`src/rtl/tstamp_pkg.sv`:
```
package tstamp_pkg;

   // Width of the epoch register for a given tick rate (rate >= 2).
   function automatic int epoch_width(input int ticks_per_us);
      return $clog2(ticks_per_us);
   endfunction

   function automatic bit is_pow2(input int v);
      return (v > 0) && ((v & (v - 1)) == 0);
   endfunction

endpackage

```
`src/rtl/tstamp_low_ctr.sv`:
```
module tstamp_low_ctr #(
   parameter int LOW_W = 32
) (
   input  logic             clk,
   input  logic             srst,
   input  logic             tick_en,
   output logic [LOW_W-1:0] low,
   output logic             uflow
);

   assign uflow = tick_en && (low == '0);

   always_ff @(posedge clk) begin
      if (srst)
         low <= '1;
      else if (tick_en)
         low <= low - 1'b1;   // '0 - 1 reloads all ones
   end

endmodule

```
`src/rtl/tstamp_epoch.sv`:
```
module tstamp_epoch #(
   parameter int TICKS_PER_US = 4,
   parameter int EP_W         = 2
) (
   input  logic            clk,
   input  logic            srst,
   input  logic            uflow,
   input  logic            clr,
   output logic [EP_W-1:0] epoch,
   output logic            pend,
   output logic            wrap
);

   localparam logic [EP_W-1:0] EP_TOP = EP_W'(TICKS_PER_US - 1);

   logic retire;
   assign retire = pend && (clr || uflow);

   always_ff @(posedge clk) begin
      if (srst) begin
         epoch <= EP_TOP;
         pend  <= 1'b0;
         wrap  <= 1'b0;
      end else begin
         wrap <= retire && (epoch == '0);
         if (retire)
            epoch <= (epoch == '0) ? EP_TOP : epoch - 1'b1;
         pend <= uflow || (pend && !clr);
      end
   end

   p_irq_set_r3 : assert property (@(posedge clk) disable iff (srst)
      uflow |=> pend);

   p_irq_drop_r4 : assert property (@(posedge clk) disable iff (srst)
      (pend && clr && !uflow) |=> !pend);

   p_wrap_single_r8 : assert property (@(posedge clk) disable iff (srst)
      wrap |=> !wrap);

endmodule

```
`src/rtl/tstamp_scale.sv`:
```
module tstamp_scale #(
   parameter int TICKS_PER_US = 4,
   parameter int LOW_W        = 32,
   parameter int EP_W         = 2,
   parameter int UP_W         = LOW_W + EP_W
) (
   input  logic [EP_W-1:0]  epoch,
   input  logic             pend,
   input  logic [LOW_W-1:0] low,
   output logic [UP_W-1:0]  up,
   output logic [LOW_W-1:0] usec
);

   localparam logic [EP_W-1:0] EP_TOP  = EP_W'(TICKS_PER_US - 1);
   localparam logic [UP_W:0]   OVF_EXT = ((UP_W+1)'(TICKS_PER_US) << LOW_W) - 1'b1;
   localparam logic [UP_W-1:0] OVF     = OVF_EXT[UP_W-1:0];

   logic [EP_W-1:0] ep_eff;

   // A pending underflow has not yet been folded into the epoch.
   always_comb begin
      ep_eff = epoch;
      if (pend)
         ep_eff = (epoch == '0) ? EP_TOP : epoch - 1'b1;
   end

   assign up = OVF - {ep_eff, low};

   generate
      if (tstamp_pkg::is_pow2(TICKS_PER_US)) begin : g_shift
         logic [UP_W-1:0] q;
         assign q    = up >> EP_W;
         assign usec = q[LOW_W-1:0];
      end else begin : g_div
         logic [UP_W-1:0] q;
         assign q    = up / UP_W'(TICKS_PER_US);
         assign usec = q[LOW_W-1:0];
      end
   endgenerate

endmodule

```
`src/rtl/tstamp_counter.sv`:
```
module tstamp_counter #(
   parameter int OSC_MHZ = 32,
   parameter int LOW_W   = 32
) (
   input  logic                                     clk,
   input  logic                                     srst,
   input  logic                                     tick_en,
   input  logic                                     irq_clr,
   output logic [LOW_W+$clog2(OSC_MHZ/8)-1:0]       up_ticks,
   output logic [LOW_W-1:0]                         usec,
   output logic                                     irq,
   output logic                                     wrap_pulse
);

   localparam int TICKS_PER_US = OSC_MHZ / 8;
   localparam int EP_W         = tstamp_pkg::epoch_width(TICKS_PER_US);
   localparam int UP_W         = LOW_W + EP_W;
   localparam logic [UP_W:0]   OVF_EXT = ((UP_W+1)'(TICKS_PER_US) << LOW_W) - 1'b1;
   localparam logic [UP_W-1:0] UP_MAX  = OVF_EXT[UP_W-1:0];

   generate
      if (OSC_MHZ % 8 != 0) begin : g_bad_osc
         $error("OSC_MHZ must be a multiple of 8");
      end
      if (TICKS_PER_US < 2) begin : g_bad_rate
         $error("OSC_MHZ/8 must be at least 2");
      end
      if (LOW_W < 2 || LOW_W > 32) begin : g_bad_width
         $error("LOW_W must lie in 2..32");
      end
   endgenerate

   logic [LOW_W-1:0] low;
   logic             uflow;
   logic [EP_W-1:0]  epoch;

   tstamp_low_ctr #(.LOW_W(LOW_W)) u_low (
      .clk     (clk),
      .srst    (srst),
      .tick_en (tick_en),
      .low     (low),
      .uflow   (uflow)
   );

   tstamp_epoch #(.TICKS_PER_US(TICKS_PER_US), .EP_W(EP_W)) u_epoch (
      .clk   (clk),
      .srst  (srst),
      .uflow (uflow),
      .clr   (irq_clr),
      .epoch (epoch),
      .pend  (irq),
      .wrap  (wrap_pulse)
   );

   tstamp_scale #(
      .TICKS_PER_US(TICKS_PER_US), .LOW_W(LOW_W), .EP_W(EP_W), .UP_W(UP_W)
   ) u_scale (
      .epoch (epoch),
      .pend  (irq),
      .low   (low),
      .up    (up_ticks),
      .usec  (usec)
   );

   p_step_r2 : assert property (@(posedge clk) disable iff (srst)
      tick_en |=> ((up_ticks == UP_W'($past(up_ticks) + 1'b1)) && ($past(up_ticks) != UP_MAX))
                  || (($past(up_ticks) == UP_MAX) && (up_ticks == '0)));

   p_hold_r4 : assert property (@(posedge clk) disable iff (srst)
      !tick_en |=> $stable(up_ticks));

endmodule

```
`config.mk`:
```
export PLATFORM = sky130hd
export DESIGN_NAME = tstamp_counter
export DESIGN_NICKNAME = d
export VERILOG_FILES = /design/src/rtl/tstamp_pkg.sv /design/src/rtl/tstamp_low_ctr.sv /design/src/rtl/tstamp_epoch.sv /design/src/rtl/tstamp_scale.sv /design/src/rtl/tstamp_counter.sv
export SDC_FILE = /design/constraint.sdc
export NUM_CORES = 1
export LEC_CHECK = 0
export ABC_AREA = 1
export BUFFER_PORTS_ARGS = -buffer_cell sky130_fd_sc_hd__buf_2
export CORE_MARGIN = 8
export CORE_UTILIZATION = 35
export DETAILED_ROUTE_END_ITERATION = 6
export PLACE_DENSITY = 0.65
export SETUP_SLACK_MARGIN = 0.4
export SLEW_MARGIN = 40
export SYNTH_ARGS = -nofsm -noshare
export SYNTH_HDL_FRONTEND = slang
export SYNTH_SLANG_ARGS = --single-unit
```
`constraint.sdc`:
```
create_clock -name clk -period 4.2 [get_ports clk]
set_clock_uncertainty 0.2 [all_clocks]
set_input_delay 0.84 -clock clk [delete_from_list [all_inputs] [get_ports clk]]
set_output_delay 0.84 -clock clk [all_outputs]
set_load 0.01 [all_outputs]
```
Yosys cells after proc, flatten, opt, wreduce, memory -nomap -nowiden. Cells that the tools add are included.

Register bits: 36. Bits of input ports: 4. Output and inout bits: 68. Logic and storage cells: 18.

$add $sub $neg: 3. Multiplexer cells: 2. Reduce and logical (&&, ||, !) cells: 9.

Operators with widths (count): $sub A34 B34 Y34 const A (1); $logic_not A32 Y1 (1); $sub A32 B1 Y32 const B (1); $logic_and A1 B1 Y1 (4); $mux W2 (2); $logic_not A2 Y1 (1); $logic_or A1 B1 Y1 (2); $sub A2 B1 Y2 const B (1); $logic_not A1 Y1 (1).

Longest topological paths before layout.
Depth in word-level cells: 5. Depth in mapped cells: 11. Gate-level depth less buffers: 11.

Hierarchy. A second synthesis with hierarchy kept.

Cells, all modules: 373. Area, all modules: 2429.8 um2.

By module, submodules not included: tstamp_low_ctr (instances 1, cells each 275, area an instance 1839.3 um2, sequential area each 640.6 um2); tstamp_scale (instances 1, cells each 74, area an instance 409.1 um2, sequential area each 0.0 um2); tstamp_epoch (instances 1, cells each 24, area an instance 181.4 um2, sequential area each 80.1 um2).

Worst setup path before layout. OpenSTA, ideal clock, no wires.

Kind: register -> output. Start point: reg u_epoch.epoch[0]. End point: out usec[31]. Arrival: 1130 ps. Data required time: 3160 ps. Setup slack: 2030 ps. Cell stages (with the launch flop): 6. Buffers on the path: 1. Cell sequence: dfxtp_1 > inv_1 > ha_1 > nor2_1 > a21oi_1 > buf_4.

Word-level cells in the longest chain between the ends: 4. Elaborated cells between the ends (all ways): 5. Classes of those cells: 2 x add/sub; 2 x mux; 1 x reduce/logical.

RTL lines: start: declaration (RTL line tstamp_epoch.sv:9) `output logic [EP_W-1:0] epoch,`; start signal: assignment (RTL line tstamp_epoch.sv:27) `epoch <= (epoch == '0) ? EP_TOP : epoch - 1'b1;`; $sub A2 B1 Y2 / $logic_not A2 Y1 (equally long branches) (RTL line tstamp_scale.sv:24) `ep_eff = (epoch == '0) ? EP_TOP : epoch - 1'b1;`; $mux W2 (RTL line tstamp_scale.sv:24); $mux W2 * (RTL line tstamp_scale.sv:23) `if (pend)`; $sub A34 B34 Y34 * (RTL line tstamp_scale.sv:27) `assign up = OVF - {ep_eff, low};`; end: declaration (RTL line tstamp_counter.sv:10) `output logic [LOW_W-1:0] usec,`.

Every way passes the cells marked *; elsewhere a longest branch is shown, timed or not.

Worst setup path in the final report.
Start point: reg u_epoch.epoch[0]. End point: out up_ticks[33].

Word-level cells in the longest chain between the ends: 4. Elaborated cells between the ends (all ways): 5. Classes of those cells: 2 x add/sub; 2 x mux; 1 x reduce/logical.

RTL lines: $sub A2 B1 Y2 / $logic_not A2 Y1 (equally long branches) (RTL line tstamp_scale.sv:24); $mux W2 (RTL line tstamp_scale.sv:24); $mux W2 * (RTL line tstamp_scale.sv:23); $sub A34 B34 Y34 * (RTL line tstamp_scale.sv:27); end: declaration (RTL line tstamp_counter.sv:9) `output logic [LOW_W+$clog2(OSC_MHZ/8)-1:0] up_ticks,`.

Marked as above.

==> out/results.txt <==
Pwr Density - 249 nW/um^2
Skew-Pair Late Insertion Delay - 0.30 ns
Max Root-Sink Buffers - 2
Cts repair resizes - 0
Total track usage - 0.124
Number of antenna violations at the first check in global routing - 0
Most frequent cells after synthesis - nand2_1 (67), inv_1 (52), nand3_1 (42)
Hold WS - 0.271 ns
Vias - 2120
Synth warn - 0
Async set-reset flop share out of synthesis - 0
CP required - 3.16 ns
Hold Crit Start - u_epoch.epoch[1]
DPL Wire Length - 4470 um
Min Tclk post-route - 2.41 ns
Outcome - finished clean
Initial DRC Count - 152
Die Footprint - 9140 um^2
Post-DRT Antenna Nets - 0
Syn Std Cell Area - 2220 um^2
Root buffer cell - clkbuf_8
DRC - 0
Leakage - 1.44 nW
Library cells used by synthesis - 29
Final net count - 384
Row Count - 29
Area of the multi-input gates - 1030 um^2
RSZ-0062 raised after global routing - false
R2r endpoint - u_low.low[16]
Worst-path clk slew - 0.07 ns
Cts hold-fix bufs - 0
H-tree levels - 2
Headroom to the max-slew limit - 0.671
Top cells by area, synth - dfxtp_1 (33%), nand2_1 (11%), buf_4 (11%), nand3_1 (9.5%), inv_1 (8.8%)
Class of the worst hold path - reg -> reg
Gr ovfl total - 0
Max_cap viols - 0
Global-route wire length before repair - 9010 um
Critical path peak fanout - 4
Peak VDD IR - 149 uV
Gpl congestion - 0.843
Yosys reg bits - 36
FMAX - 0.415 GHz
Vias in the first global route - 1973
Final hold vios - 0
Final instance area - 2510 um^2
R2R Path Start - u_low.low[0]
Post-DP Area - 2420 um^2
Seq/Total Area, Yosys - 0.325
Synthesized area per cell - 6.62 um^2
Hold Crit Depth - 2
WP data arrival - 1.37 ns
Area growth syn-to-layout - 13.2%
Sw power - 0.144 mW
CP endpoint kind - output port
Die Ht - 95.6 um
Count leader, synth - nand2_1
Worst-Margin Slew - 0.493 ns
Register Area - 721 um^2
Final period util - 0.573
Flop pwr share - 0.550
# IOs - 72
Post-synthesis instance total - 335
Core Box Area - 6240 um^2
R2R setup slack - 2.33 ns
CP Class - reg -> out
Share of the synthesized area in the top cell type - 0.325
Area leader, netlist - dfxtp_1
Drt via density - 4.65
Worst Hold End - u_epoch.epoch[1]
Fraction of layout cells with a size suffix above 1 - 0.269
Setup TNS - 0 ns
Startpoint types - register
Largest net degree at the start of global routing - 28
Routed WL per cell - 12.1 um
Top FF cell, synth - dfxtp_1
ANT cells - 0
Setup violators final - 0
Worst R2R Path Depth - 9
Post-synth EDFFs - 0
Pre-antenna DRT Iters - 4
Fillers - 699
Clk pwr share - 0.420
Port buffer count - 71
Starting Density - 0.355
Die Wd - 95.6 um
Logic pwr share - 0.031
Final Max Slew Viols - 0
CTS sink cnt - 36
P_int - 0.482 mW
Post-Route WL - 5520 um
Post-CTS Setup Bufs - 0
Sw frac - 0.230
TritonCTS buffer count - 5
Synthesized net count - 341
CTS tree - done
==> cell type report <==
type	count	share of cell area
multi-input combinational	207	0.410
sequential	36	0.287
timing repair buffer	71	0.142
inverter	57	0.0852
tap	77	0.0384
clock buffer	7	0.0344
clock inverter	1	0.00299
==> per-layer routing <==
layer / track usage / part of all wire / vias to the layer above
met5: 0 / 0 / -
met4: 0.0423 / 0.013 / 0
met3: 0.0339 / 0.062 / 6
met2: 0.206 / 0.46 / 61
met1: 0.150 / 0.46 / 950
li1: - / - / 1103
==> power groups by stage <==
stage          clock (mW)  sequential (mW)  combinational [mW]
6_report            0.263            0.344              0.0193
3_5_place_dp            0            0.352              0.0195
2_1_floorplan           0            0.352              0.0132
4_1_cts             0.266            0.344              0.0195
3_3_place_gp            0            0.352              0.0192
5_1_grt             0.286            0.344              0.0216
==> cells in the final DEF, fill, tap and decap left out <==
cell type    n
a21oi_1      9
buf_2       71
clkbuf_1     1
clkbuf_8     6
clkinv_1     1
clkinvlp_4   1
dfxtp_1     36
ha_1         2
inv_1       52
inv_2        4
nand2_1     67
nand2_2      5
nand2_4      1
nand3_1     42
nand3_4      1
nand3b_1     2
nand4_1      5
nor2_1      37
nor2_2       6
nor2_4       4
nor2_8       1
nor3_1       2
nor3_2       2
nor3b_1      1
nor4_1       1
o211ai_1     2
o21ai_0     10
o21ai_1      5
o31ai_1      1
xnor2_1      1
==> worst max-delay path, cell delays in order (launching register included) <==
cell,delay (ns)
dfxtp_1,0.39
inv_1,0.06
ha_1,0.29
nor2_1,0.13
a21oi_1,0.06
buf_2,0.14
==> registers in the layout, summed over array words and instances, names as in the netlist <==
register       flops
u_low.low         32
u_epoch.epoch      2
u_epoch.pend       1
u_epoch.wrap       1
==> logic make-up (layout without fill, tap and decap cells) <==
logic type	count (synthesis)	after routing	synth area share
adders and majority gates	2	2	0.0113
xor gates and xnor gates	1	1	0.00395
buffers and inverters	92	136	0.210
and+or+nand+nor	177	177	0.385
AOI/OAI and AO/OA	27	27	0.0643
DFF	36	36	0.325
==> stage by stage <==
stage	power [mW]	utilization	setup WS, ns	cells
2_1_floorplan	0.365	-	2.03	335
3_3_place_gp	0.371	0.387	1.84	448
3_5_place_dp	0.371	0.387	1.82	448
4_1_cts	0.630	0.402	1.77	456
5_1_grt	0.651	0.402	1.68	456
6_report	0.626	0.402	1.79	456
==> worst max path at each step <==
stage | from | end | slack (ns)
after floorplan | u_epoch.epoch[0] | usec[31] | 2.03
after global placement | srst | u_low.low[6] | 1.84
after detailed placement | srst | u_low.low[6] | 1.82
after CTS | u_epoch.epoch[0] | up_ticks[33] | 1.77
final | u_epoch.epoch[0] | up_ticks[33] | 1.79
after global routing | u_epoch.epoch[0] | up_ticks[33] | 1.68
Power figures use the tool's default switching activity.
